<file path="config.mk">
export PLATFORM = sky130hd
export DESIGN_NAME = clk_band_supervisor
export DESIGN_NICKNAME = d
export VERILOG_FILES = /design/src/rtl/clk_band_supervisor.sv
export SDC_FILE = /design/constraint.sdc
export NUM_CORES = 1
export LEC_CHECK = 0
export ABC_AREA = 1
export BUFFER_PORTS_ARGS = -buffer_cell sky130_fd_sc_hd__buf_2
export CELL_PAD_IN_SITES_DETAIL_PLACEMENT = 2
export CELL_PAD_IN_SITES_GLOBAL_PLACEMENT = 2
export CORE_MARGIN = 2
export CORE_UTILIZATION = 37
export DETAILED_ROUTE_END_ITERATION = 10
export GPL_ROUTABILITY_DRIVEN = 0
export PLACE_DENSITY = 0.85
export SETUP_SLACK_MARGIN = 0.05
export SLEW_MARGIN = 10
export SYNTH_ARGS = -nofsm -noshare
export SYNTH_HDL_FRONTEND = slang
export SYNTH_SLANG_ARGS = --single-unit
</file>
<file path="constraint.sdc">
create_clock -name meas_clk -period 4.19 [get_ports meas_clk]
set_input_delay 0.838 -clock meas_clk [delete_from_list [all_inputs] [get_ports meas_clk]]
set_output_delay 0.838 -clock meas_clk [all_outputs]
set_load 0.03 [all_outputs]
</file>
<file path="src/rtl/clk_band_supervisor.sv">
module clk_band_supervisor #(
  parameter int WIN      = 2048,
  parameter int BAND_MIN = 28,
  parameter int BAND_MAX = 36,
  parameter int EDGE_MG  = 2,
  parameter int LO_EXP   = 3,
  parameter int HI_EXP   = 5
) (
  input  logic       meas_clk,
  input  logic       pwr_en,
  input  logic       sel_mode,
  input  logic       prim_clk,
  input  logic       bkup_clk,
  output logic       src_sel,
  output logic [2:0] mul_log2,
  output logic [2:0] div_log2,
  output logic       out_en,
  output logic       lock_n
);
  localparam int CW     = $clog2(WIN + 1);
  localparam int NBANDS = 6;

  logic [CW-1:0] wcnt;
  logic          dec_q;
  logic [2:0]    sy [2];
  logic [CW-1:0] ecnt [2];
  logic [1:0]    cand_ok, vld, near_q;
  logic [2:0]    cand_b [2];
  logic [2:0]    vband [2];

  wire       win_end = (wcnt == CW'(WIN - 1));
  wire [1:0] raw     = {bkup_clk, prim_clk};
  wire [1:0] edg     = {sy[1][1] & ~sy[1][2], sy[0][1] & ~sy[0][2]};

  function automatic logic [3:0] classify(input logic [CW-1:0] c);
    int unsigned cv;
    logic [3:0]  r;
    cv = 32'(c);
    r  = 4'd0;
    for (int b = 0; b < NBANDS; b++)
      if (cv >= 32'(BAND_MIN << b) && cv <= 32'(BAND_MAX << b))
        r = {1'b1, 3'(b)};
    return r;
  endfunction

  function automatic logic near_edge(input logic [CW-1:0] c, input logic [2:0] b);
    int unsigned cv;
    cv = 32'(c);
    return (cv < 32'((BAND_MIN + EDGE_MG) << b)) || (cv > 32'((BAND_MAX - EDGE_MG) << b));
  endfunction

  function automatic logic [5:0] ratio(input logic md, input logic [2:0] b);
    int e;
    e = (md ? HI_EXP : LO_EXP) - int'(b);
    if (e >= 0) return {3'(e), 3'd0};
    else        return {3'd0, 3'(-e)};
  endfunction

  always_ff @(posedge meas_clk or negedge pwr_en) begin
    if (!pwr_en) begin
      wcnt  <= '0;
      dec_q <= 1'b0;
    end else begin
      wcnt  <= win_end ? '0 : wcnt + 1'b1;
      dec_q <= win_end;
    end
  end

  always_ff @(posedge meas_clk or negedge pwr_en) begin
    if (!pwr_en) begin
      for (int i = 0; i < 2; i++) begin
        sy[i]     <= '0;
        ecnt[i]   <= '0;
        cand_b[i] <= '0;
        vband[i]  <= '0;
      end
      cand_ok <= '0;
      vld     <= '0;
      near_q  <= '0;
    end else begin
      for (int i = 0; i < 2; i++) begin
        logic [CW-1:0] cnow;
        logic [3:0]    cls;
        sy[i] <= {sy[i][1:0], raw[i]};
        cnow  = ecnt[i] + CW'(edg[i]);
        cls   = classify(cnow);
        if (win_end) begin
          ecnt[i] <= '0;
          if (!cls[3]) begin
            cand_ok[i] <= 1'b0;
            vld[i]     <= 1'b0;
            near_q[i]  <= 1'b0;
          end else begin
            cand_ok[i] <= 1'b1;
            cand_b[i]  <= cls[2:0];
            near_q[i]  <= near_edge(cnow, cls[2:0]);
            if (cand_ok[i] && cand_b[i] == cls[2:0]) begin
              vld[i]   <= 1'b1;
              vband[i] <= cls[2:0];
            end else begin
              vld[i]   <= 1'b0;
            end
          end
        end else begin
          ecnt[i] <= cnow;
        end
      end
    end
  end

  always_ff @(posedge meas_clk or negedge pwr_en) begin
    if (!pwr_en) begin
      src_sel  <= 1'b0;
      mul_log2 <= '0;
      div_log2 <= '0;
      out_en   <= 1'b0;
      lock_n   <= 1'b1;
    end else if (dec_q) begin
      if (vld[0]) begin
        src_sel                <= 1'b0;
        {mul_log2, div_log2}   <= ratio(sel_mode, vband[0]);
        out_en                 <= 1'b1;
        lock_n                 <= near_q[0];
      end else if (vld[1]) begin
        src_sel                <= 1'b1;
        {mul_log2, div_log2}   <= ratio(sel_mode, vband[1]);
        out_en                 <= 1'b1;
        lock_n                 <= 1'b1;
      end else begin
        lock_n                 <= 1'b1;
      end
    end
  end


  upd_at_boundary_chk: assert property (@(posedge meas_clk) disable iff (!pwr_en)
    !dec_q |=> $stable({src_sel, mul_log2, div_log2, out_en, lock_n}));


  lock_src_chk: assert property (@(posedge meas_clk) disable iff (!pwr_en)
    !lock_n |-> (src_sel == 1'b0 && out_en));


  out_en_sticky_chk: assert property (@(posedge meas_clk) disable iff (!pwr_en)
    out_en |=> out_en);


  ratio_excl_chk: assert property (@(posedge meas_clk) disable iff (!pwr_en)
    !(mul_log2 != 3'd0 && div_log2 != 3'd0));


  valid_needs_cand_chk: assert property (@(posedge meas_clk) disable iff (!pwr_en)
    $rose(vld[0]) |-> $past(cand_ok[0] && win_end));
endmodule

</file>
==> impl_metrics.toml, run 1 <==
[floorplanning]
die_y_um = 115
fp-row-count = 40
ios = 14
initial_core_util = 0.380
core_sq_um = 12000
dieArea_sq_um = 13200
die_x_um = 115

[detailed_routing]
wl_met1_mm = 6.42
wl_per_cell_um = 19.0
antenna_left = 0
drc = 0
dr_wl_met2_mm = 7.68
wirelength_mm = 14.8
routed_via_density = 5.32
dr.pass1.iters = 4
top_layer_used = "met4"
wl_met3_um = 297
vias = 4142
drt-initial-drc-count = 121

[pwr]
power.share.combinational = 0.315
vdd_ir_drop_max_mv = 0.191
total_power_mw = 2.26
p_seq_frac = 0.358
switchingPower_mw = 0.881
leakagePower_nw = 2.57
p_int_mw = 1.38
powerDensity_nw_per_um2 = 438
switching_share = 0.390
clkPwrFrac = 0.327

[synth]
synth_top_area_share = 0.373
ys_seq_elements = 69
ys_seq_area_frac = 0.379
ys_async_sr_fraction = 1.00
synth_top_family_by_area = "simple AND/OR/NAND/NOR gates"
synthCells = 600
synth.mux.area_fraction = 0.00741
synthAdderAreaFrac = 0.0856
synth_xor_area_frac = 0.0266
ys.flop_type = "dfrtp_1"
synth_edf_count = 0
synth-simple-area-share = 0.349
yosys_warnings = 0
synth_compound_area_frac = 0.0809
syn_avg_cell_area_sq_um = 7.60
synth.area.top_cells = "dfrtp_1 (37%), nand2_1 (12%), ha_1 (7.7%)"
synth.distinct_cells = 49
syn_area_sq_um = 4560
synth_top_area_cell = "dfrtp_1"

[outcome]
outcome = "completed"

[sta]
timing.fmax_mhz = 265
whs_ps = 364
worst_pin_slew_ps = 841
setup_slack_ps = 411
slew_viol_final = 0
fin_crit_ps = 3780
setup_tns_ps = 0
relSlewSlack = 0.440
hold_viol_final = 0
rsz0062_at_grt = "false"
fin_skew_ps = 7.98
setup_viol = 0
post-route-period-util = 0.902

[clock_network]
ctsRootBufferMaster = "clkbuf_16"
cts_buffers = 9
cts_num_sinks = 69
cts_buffer_depth = 2
clk_latency_ps = 350
ctsHtreeMaxLevel = 3
cts_tree = "built"
path_clk_slew_ps = 60
holdBufCountCts = 0

[global_route]
grt_max_degree = 34
grt_pass1_wl_mm = 24.4
grt-ovfl-total = 0
grtUsageTotal = 0.238
grt_pass1_vias = 4745
antenna_found_initial = 0

[setup_path]
crit_buf_inv = 4
worstPathArrival_ps = 4070
endpoint = "near_q[0]"
endpoint_kind = "register"
crit_type = "register to register"
cp.required_ps = 4480
crit_path_frequent_cell = "nand2_1"
cp_num_cells = 26
crit_fanout = 7
crit_family = "simple AND/OR/NAND/NOR gates"
r2r_end = "near_q[0]"
r2r_start = "sy[4]"
start_kind = "register"
startpoint = "sy[4]"
reg2reg_setup_slack_ps = 410
cp_slowest_cell = "dfrtp_1"
r2r_cells = 26
cp_slowest_stage_delay_ps = 350

[layout]
fillers = 1389
final_cell_mix = "nand2_1 (141), inv_1 (75), nor2_1 (74), dfrtp_1 (68), nand3_1 (48)"
fin_util = 0.430
diodes = 0
multi_input_area_sq_um = 2550
ff_latch_area_sq_um = 1730
drive_above_1_share = 0.162
area_delta_synth_final_pct = 13.2
final_common_cell = "nand2_1"
fin_nets = 661

[worst_hold_path]
hold_path.class = "register to register"

[placement]
hpwl_mm = 10.4
place_ws_ps = 252
placement.io_buffers = 13

[job]
maxCapViolCount = 0
## cell type report
class,count,area share
timing repair buffer,19,0.0213
multi-input combinational,446,0.494
sequential,69,0.335
tap,147,0.0356
clock inverter,5,0.00678
inverter,81,0.0589
clock buffer,11,0.0489
## metal layers
layer / track usage / vias to the layer above
met5: 0 / -
met4: 0.0851 / 0
met3: 0.0380 / 25
met2: 0.434 / 46
met1: 0.283 / 2085
li1: - / 1986
## power by group through the flow
stage	sequential, mW	combinational (mW)	clock [mW]
final	0.810	0.713	0.739
after global routing	0.821	0.796	0.773
after CTS	0.807	0.695	0.757
after detailed placement	0.817	0.656	0
after global placement	0.808	0.608	0
after floorplan	0.786	0.479	0
## logic make-up after synthesis
family | Yosys count
and+or+nand+nor | 339
other | 1
adders and majority gates | 30
xor gates and xnor gates | 13
muxes | 3
DFF | 69
AOI/OAI and AO/OA | 59
buffers and inverters | 86
## flip-flops by register name, indices dropped and copies added (netlist names), 2 cells and up
signal / cells
cand_ok: 2
vband: 6
cand_b: 6
ecnt: 24
sy: 6
wcnt: 12
div_log2: 3
vld: 2
mul_log2: 3
## worst min path at each step
stage	end	from	cells after the start
final	sy[1]	sy[0]	0
after global routing	sy[1]	sy[0]	0
after CTS	sy[1]	sy[0]	0
after detailed placement	sy[1]	sy[0]	0
after global placement	sy[1]	sy[0]	0
after floorplan	sy[1]	sy[0]	0
## Yosys cell counts, types with 2 or more instances
cell / instances
nand2_1: 141
nor2_1: 77
inv_1: 75
dfrtp_1: 68
nand3_1: 48
ha_1: 28
nand2_2: 22
o21ai_0: 19
a21oi_1: 14
nand4_1: 14
nor2_2: 10
xor2_1: 10
inv_2: 6
nor2_4: 5
nor3_1: 5
a31oi_1: 4
clkbuf_1: 4
nand3b_1: 4
o211ai_1: 4
mux2_2: 3
nand3_2: 3
o32ai_1: 3
fa_1: 2
nand2_4: 2
o21ai_1: 2
o21bai_1: 2
or2_2: 2
xnor2_1: 2
## repair_timing
item / 4_1_cts / 5_1_grt
setup buffers: 0 / 2
gates resized for setup: 0 / 8
endpoints found under the setup margin: 0 / 1
## per-stage QoR
| step | std cells | area [sq um] |
|---|---|---|
| 2_1_floorplan | 601 | 4570 |
| 3_3_place_gp | 760 | 4830 |
| 3_5_place_dp | 760 | 4830 |
| 4_1_cts | 776 | 5110 |
| 5_1_grt | 778 | 5160 |
| 6_report | 778 | 5160 |
(Power assumes the default switching activity.)
==> inputs of run 2 (changes only) <==
--- a/config.mk
+++ b/config.mk
@@ -9,11 +9,11 @@
 export BUFFER_PORTS_ARGS = -buffer_cell sky130_fd_sc_hd__buf_2
 export CELL_PAD_IN_SITES_DETAIL_PLACEMENT = 2
 export CELL_PAD_IN_SITES_GLOBAL_PLACEMENT = 2
-export CORE_MARGIN = 2
 export CORE_UTILIZATION = 37
 export DETAILED_ROUTE_END_ITERATION = 10
 export GPL_ROUTABILITY_DRIVEN = 0
 export PLACE_DENSITY = 0.85
+export REMOVE_ABC_BUFFERS = 1
 export SETUP_SLACK_MARGIN = 0.05
 export SLEW_MARGIN = 10
 export SYNTH_ARGS = -nofsm -noshare
==> run 2 against run 1 <==
  * Final cell count up 0.90%
  * Largest power group is now clock
  * Critical endpoint unchanged
  * Sequential power about the same
  * Largest cell class unchanged
  * Non-clock buffer count up 7
  * Setup slack worse by 380 ps
  * Sequential share of layout area down 0.99 points
==> impl_metrics.toml, run 2 (same netlist as run 1, synthesis figures left out) <==
[outcome]
outcome = "completed"

[sta]
setup_viol = 0
fin_skew_ps = 10.5
hold_viol_final = 0
relSlewSlack = 0.387
fin_crit_ps = 4160
worst_pin_slew_ps = 919
setup_slack_ps = 31.7
slew_viol_final = 0
post-route-period-util = 0.992
whs_ps = 356
setup_tns_ps = 0
timing.fmax_mhz = 240

[layout]
diodes = 0
final_common_cell = "nand2_1"
fillers = 1379
drive_above_1_share = 0.179
fin_nets = 668
largest_reg_flops = 24
regMostFlops = "ecnt"
top_regs = "ecnt x24, wcnt x12"
final_cell_mix = "nand2_1 (139), inv_1 (74), nor2_1 (74), dfrtp_1 (68), nand3_1 (47)"
area_delta_synth_final_pct = 16.7

[floorplanning]
dieArea_sq_um = 12800
ios = 14
core_sq_um = 12000
die_x_um = 113
initial_core_util = 0.380
die_y_um = 113
fp-row-count = 40

[clock_network]
cts_buffers = 9
ctsHtreeMaxLevel = 3
ctsRootBufferMaster = "clkbuf_16"
path_clk_slew_ps = 70
cts_num_sinks = 69
cts_buffer_depth = 2
cts_tree = "built"
clk_latency_ps = 340
holdBufCountCts = 0

[global_route]
grt_pass1_wl_mm = 23.8
grt_max_degree = 37
grtUsageTotal = 0.240
antenna_found_initial = 0
grt_pass1_vias = 4669
grt-ovfl-total = 0

[pwr]
power.share.combinational = 0.297
leakagePower_nw = 2.65
switchingPower_mw = 0.918
clkPwrFrac = 0.376
vdd_ir_drop_max_mv = 0.164
total_power_mw = 2.47
p_seq_frac = 0.327
powerDensity_nw_per_um2 = 465
switching_share = 0.371
p_int_mw = 1.56

[setup_path]
r2r_cells = 27
cp.required_ps = 4460
worstPathArrival_ps = 4430
r2r_start = "sy[4]"
endpoint_kind = "register"
crit_fanout = 7
crit_type = "register to register"
reg2reg_setup_slack_ps = 30
start_kind = "register"
r2r_end = "near_q[0]"

[detailed_routing]
drt-initial-drc-count = 185
wirelength_mm = 16.9
antenna_left = 0
vias = 4384
dr.pass1.iters = 4
routed_via_density = 5.58
wl_per_cell_um = 21.6
drc = 0

[worst_hold_path]
hold_path_depth = 0
hold_path.class = "register to register"
hp-start = "sy[0]"
min_to = "sy[1]"

[placement]
placement.io_buffers = 13
place_ws_ps = 185
hpwl_mm = 10.4

[job]
maxCapViolCount = 0
-- run 2: worst max-delay path, cell delays in order (launching register included) --
cell and delay [ps]:
dfrtp_1 360, inv_1 50, nor2_1 140, ha_2 260, ha_4 170, nand2_2 100, nor2_4 180, nand2_1 120
nand2_4 140, a21oi_1 80, nand2_1 70, nand2_1 80, a21oi_4 260, buf_4 170, nand2_2 130, nor2_4 150
inv_1 90, ha_1 310, a21oi_1 180, o21ai_0 110, a21o_1 160, nand2_1 60, o211ai_1 80, a31oi_1 180
o221ai_1 150, nand2_1 110, nand2_1 70, nand2_1 120
-- run 2: power by group through the flow --
stage          sequential [mW]  combinational (mW)  clock, mW
3_5_place_dp             0.814               0.650          0
3_3_place_gp             0.809               0.605          0
4_1_cts                  0.804               0.673      0.928
6_report                 0.809               0.734      0.930
2_1_floorplan            0.795               0.466          0
5_1_grt                  0.819               0.809      0.958
-- run 2: cell type report --
type,instances,area [sq um],area share
Clock buffer,11,243,0.0456
Clock inverter,5,106,0.0200
Inverter,81,304,0.0571
Multi-Input combinational cell,446,2590,0.488
Sequential cell,69,1730,0.325
Tap cell,147,184,0.0346
Timing Repair Buffer,26,163,0.0306
-- run 2: metal layers --
| layer | part of all wire | track usage | wire [um] | vias to the layer above |
|---|---|---|---|---|
| li1 | - | - | - | 2006 |
| met1 | 0.41 | 0.287 | 6890 | 2249 |
| met2 | 0.54 | 0.440 | 9060 | 84 |
| met3 | 0.022 | 0.0337 | 367 | 45 |
| met4 | 0.035 | 0.0816 | 595 | 0 |
| met5 | 0 | 0 | 0 | - |
-- run 2: what timing repair did --
item                                    CTS  global route
resized for setup                         0            19
buffers inserted                          0             9
endpoints found under the setup margin    0             1
-- run 2: worst max-delay path by stage --
stage                     slack [ps]  depth (start not counted)  startpoint         to
after floorplan                  970                         25       sy[5]  near_q[0]
after global placement           500                         27       sy[5]  near_q[0]
after detailed placement         190                         28       sy[4]  near_q[0]
after CTS                         60                         28       sy[4]  near_q[0]
after global routing            -190                         26       sy[4]  near_q[0]
final                             30                         27       sy[4]  near_q[0]
-- run 2: metrics by stage --
| step | utilization | instance area (sq um) | std cells |
|---|---|---|---|
| after floorplan | - | 4550 | 596 |
| after global placement | 0.402 | 4830 | 760 |
| after detailed placement | 0.402 | 4830 | 760 |
| after CTS | 0.431 | 5180 | 776 |
| after global routing | 0.443 | 5320 | 785 |
| final | 0.443 | 5320 | 785 |
==> inputs of run 3 (changes only) <==
--- a/config.mk
+++ b/config.mk
@@ -9,10 +9,10 @@
 export BUFFER_PORTS_ARGS = -buffer_cell sky130_fd_sc_hd__buf_2
 export CELL_PAD_IN_SITES_DETAIL_PLACEMENT = 2
 export CELL_PAD_IN_SITES_GLOBAL_PLACEMENT = 2
-export CORE_UTILIZATION = 37
+export CORE_UTILIZATION = 26
 export DETAILED_ROUTE_END_ITERATION = 10
 export GPL_ROUTABILITY_DRIVEN = 0
-export PLACE_DENSITY = 0.85
+export PLACE_DENSITY = 0.65
 export REMOVE_ABC_BUFFERS = 1
 export SETUP_SLACK_MARGIN = 0.05
 export SLEW_MARGIN = 10
==> run 3 against run 2 <==
  * Final cell count increased by 8.4%
  * Setup slack better by 340 ps
  * Clock power fell by 11%
  * Global-route usage fell by 8.2 points
  * Worst hold slack got worse by 1.6 ps
  * Wire length down 24%
  * Via count down 9.2%
  * Register-to-register slack improved by 340 ps
  * First-iteration DRC count down 49%
  * Combinational power is 12% lower
  * Utilization is 14 points lower
  * Sequential share of layout area increased by 0.52 points
==> impl_metrics.toml, run 3 (same netlist as run 1, synthesis figures left out) <==
[layout]
final_cell_mix = "nand2_1 (141), inv_1 (75), nor2_1 (75), dfrtp_1 (68), nand3_1 (48)"
diodes = 0
fillers = 2032
largest_reg_flops = 24
fin_nets = 657
final_area_sq_um = 5240
top_regs = "ecnt x24, wcnt x12"
ff_latch_area_sq_um = 1730
regMostFlops = "ecnt"
drive_above_1_share = 0.153
area_delta_synth_final_pct = 14.8
multi_input_area_sq_um = 2530
final_common_cell = "nand2_1"

[sta]
fin_crit_ps = 3820
worst_pin_slew_ps = 951
hold_viol_final = 0
post-route-period-util = 0.912
setup_slack_ps = 370
setup_tns_ps = 0
timing.fmax_mhz = 262
slew_viol_final = 0
setup_viol = 0
relSlewSlack = 0.366
fin_skew_ps = 7.18
rsz0062_at_grt = "false"

[worst_hold_path]
hold_path.class = "register to register"

[floorplanning]
fp-row-count = 48
dieArea_sq_um = 18100
initial_core_util = 0.265
core_sq_um = 17200
die_x_um = 134
ios = 14
die_y_um = 134

[job]
maxCapViolCount = 0

[clock_network]
cts_num_sinks = 69
ctsHtreeMaxLevel = 3
post_cts_buffers = 0
cts_tree = "built"
cts_buffer_depth = 2
path_clk_slew_ps = 50
cts_buffers = 9
clk_latency_ps = 340
ctsRootBufferMaster = "clkbuf_16"

[setup_path]
crit_type = "register to register"
worstPathArrival_ps = 4100
crit_family = "simple AND/OR/NAND/NOR gates"
endpoint_kind = "register"
cp_slowest_cell = "dfrtp_1"
start_kind = "register"
crit_fanout = 7
crit_buf_inv = 4
crit_path_frequent_cell = "nand2_1"
cp_slowest_stage_delay_ps = 340
cp.required_ps = 4470

[pwr]
vdd_ir_drop_max_mv = 0.183
powerDensity_nw_per_um2 = 434
leakagePower_nw = 2.58

[detailed_routing]
drt-initial-drc-count = 94
drc = 0
antenna_left = 0
wirelength_mm = 12.9
routed_via_density = 4.68
vias = 3982
wl_per_cell_um = 15.2
dr.pass1.iters = 4

[placement]
placement.io_buffers = 13
placed_area_sq_um = 4910
hpwl_mm = 10.1
place_ws_ps = 313

[global_route]
antenna_found_initial = 0
grt_pass1_vias = 4512
grt-ovfl-total = 0
grtUsageTotal = 0.158
grt_max_degree = 70
grt_pass1_wl_mm = 22.6

[outcome]
outcome = "completed"
-- run 3: cell count changes in the layout (fill, tap and decap cells not counted), moves of 2 or more --
cell and change:
buf_4 -10, clkinv_2 +3, nand2_1 +2, nand2_4 -3, nor2_2 +2, nor2_4 -3
-- run 3: final timing paths --
kind	depth (start not counted)	end	slack [ps]	start
min	0	sy[4]	350	sy[3]
min reg2reg	0	sy[4]	350	sy[3]
min in group asynchronous	1	ecnt[2]	660	pwr_en
max in group asynchronous	1	vld[0]	2920	pwr_en
max reg2reg	26	near_q[0]	370	sy[4]
max	26	near_q[0]	370	sy[4]
-- run 3: layout make-up --
| cell class | instances | area share |
|---|---|---|
| inverter | 81 | 0.0580 |
| multi-input combinational | 446 | 0.483 |
| timing repair buffer | 15 | 0.0158 |
| clock inverter | 5 | 0.0143 |
| tap | 225 | 0.0537 |
| sequential | 69 | 0.330 |
| clock buffer | 10 | 0.0456 |
-- run 3: stage by stage --
| step | hold slack, ps | cells | utilization | total power, mW |
|---|---|---|---|---|
| 5_1_grt | 364 | 851 | 0.304 | 2.45 |
| 2_1_floorplan | 331 | 596 | - | 1.26 |
| 3_5_place_dp | 347 | 836 | 0.285 | 1.47 |
| 4_1_cts | 359 | 851 | 0.303 | 2.32 |
| 3_3_place_gp | 352 | 836 | 0.285 | 1.44 |
| 6_report | 354 | 851 | 0.304 | 2.28 |
-- run 3: timing repair --
action,in CTS,in global routing
hold buffers,0,0
setup endpoints to repair,0,1
resized for setup,0,4
-- run 3: metal layers --
layer	up-vias	track usage	wire length, um
li1	1979	-	-
met1	1973	0.199	6130
met2	20	0.275	6410
met3	10	0.0278	208
met4	0	0.0456	159
met5	-	0	0
-- run 3: worst reg2reg max path, delay by kind of cell (launching register included) --
kind                       cells  cell delay [ps]
and+or+nand+nor               12             1280
adders and majority gates      3              740
AOI/OAI and AO/OA              7             1070
buffers and inverters          4              330
DFF                            1              340
-- run 3: report_power, final --
part / switching, mW / internal [mW]
Clock: 0.297 / 0.531
Sequential: 0.0744 / 0.729
Combinational: 0.431 / 0.214
Total: 0.802 / 1.47
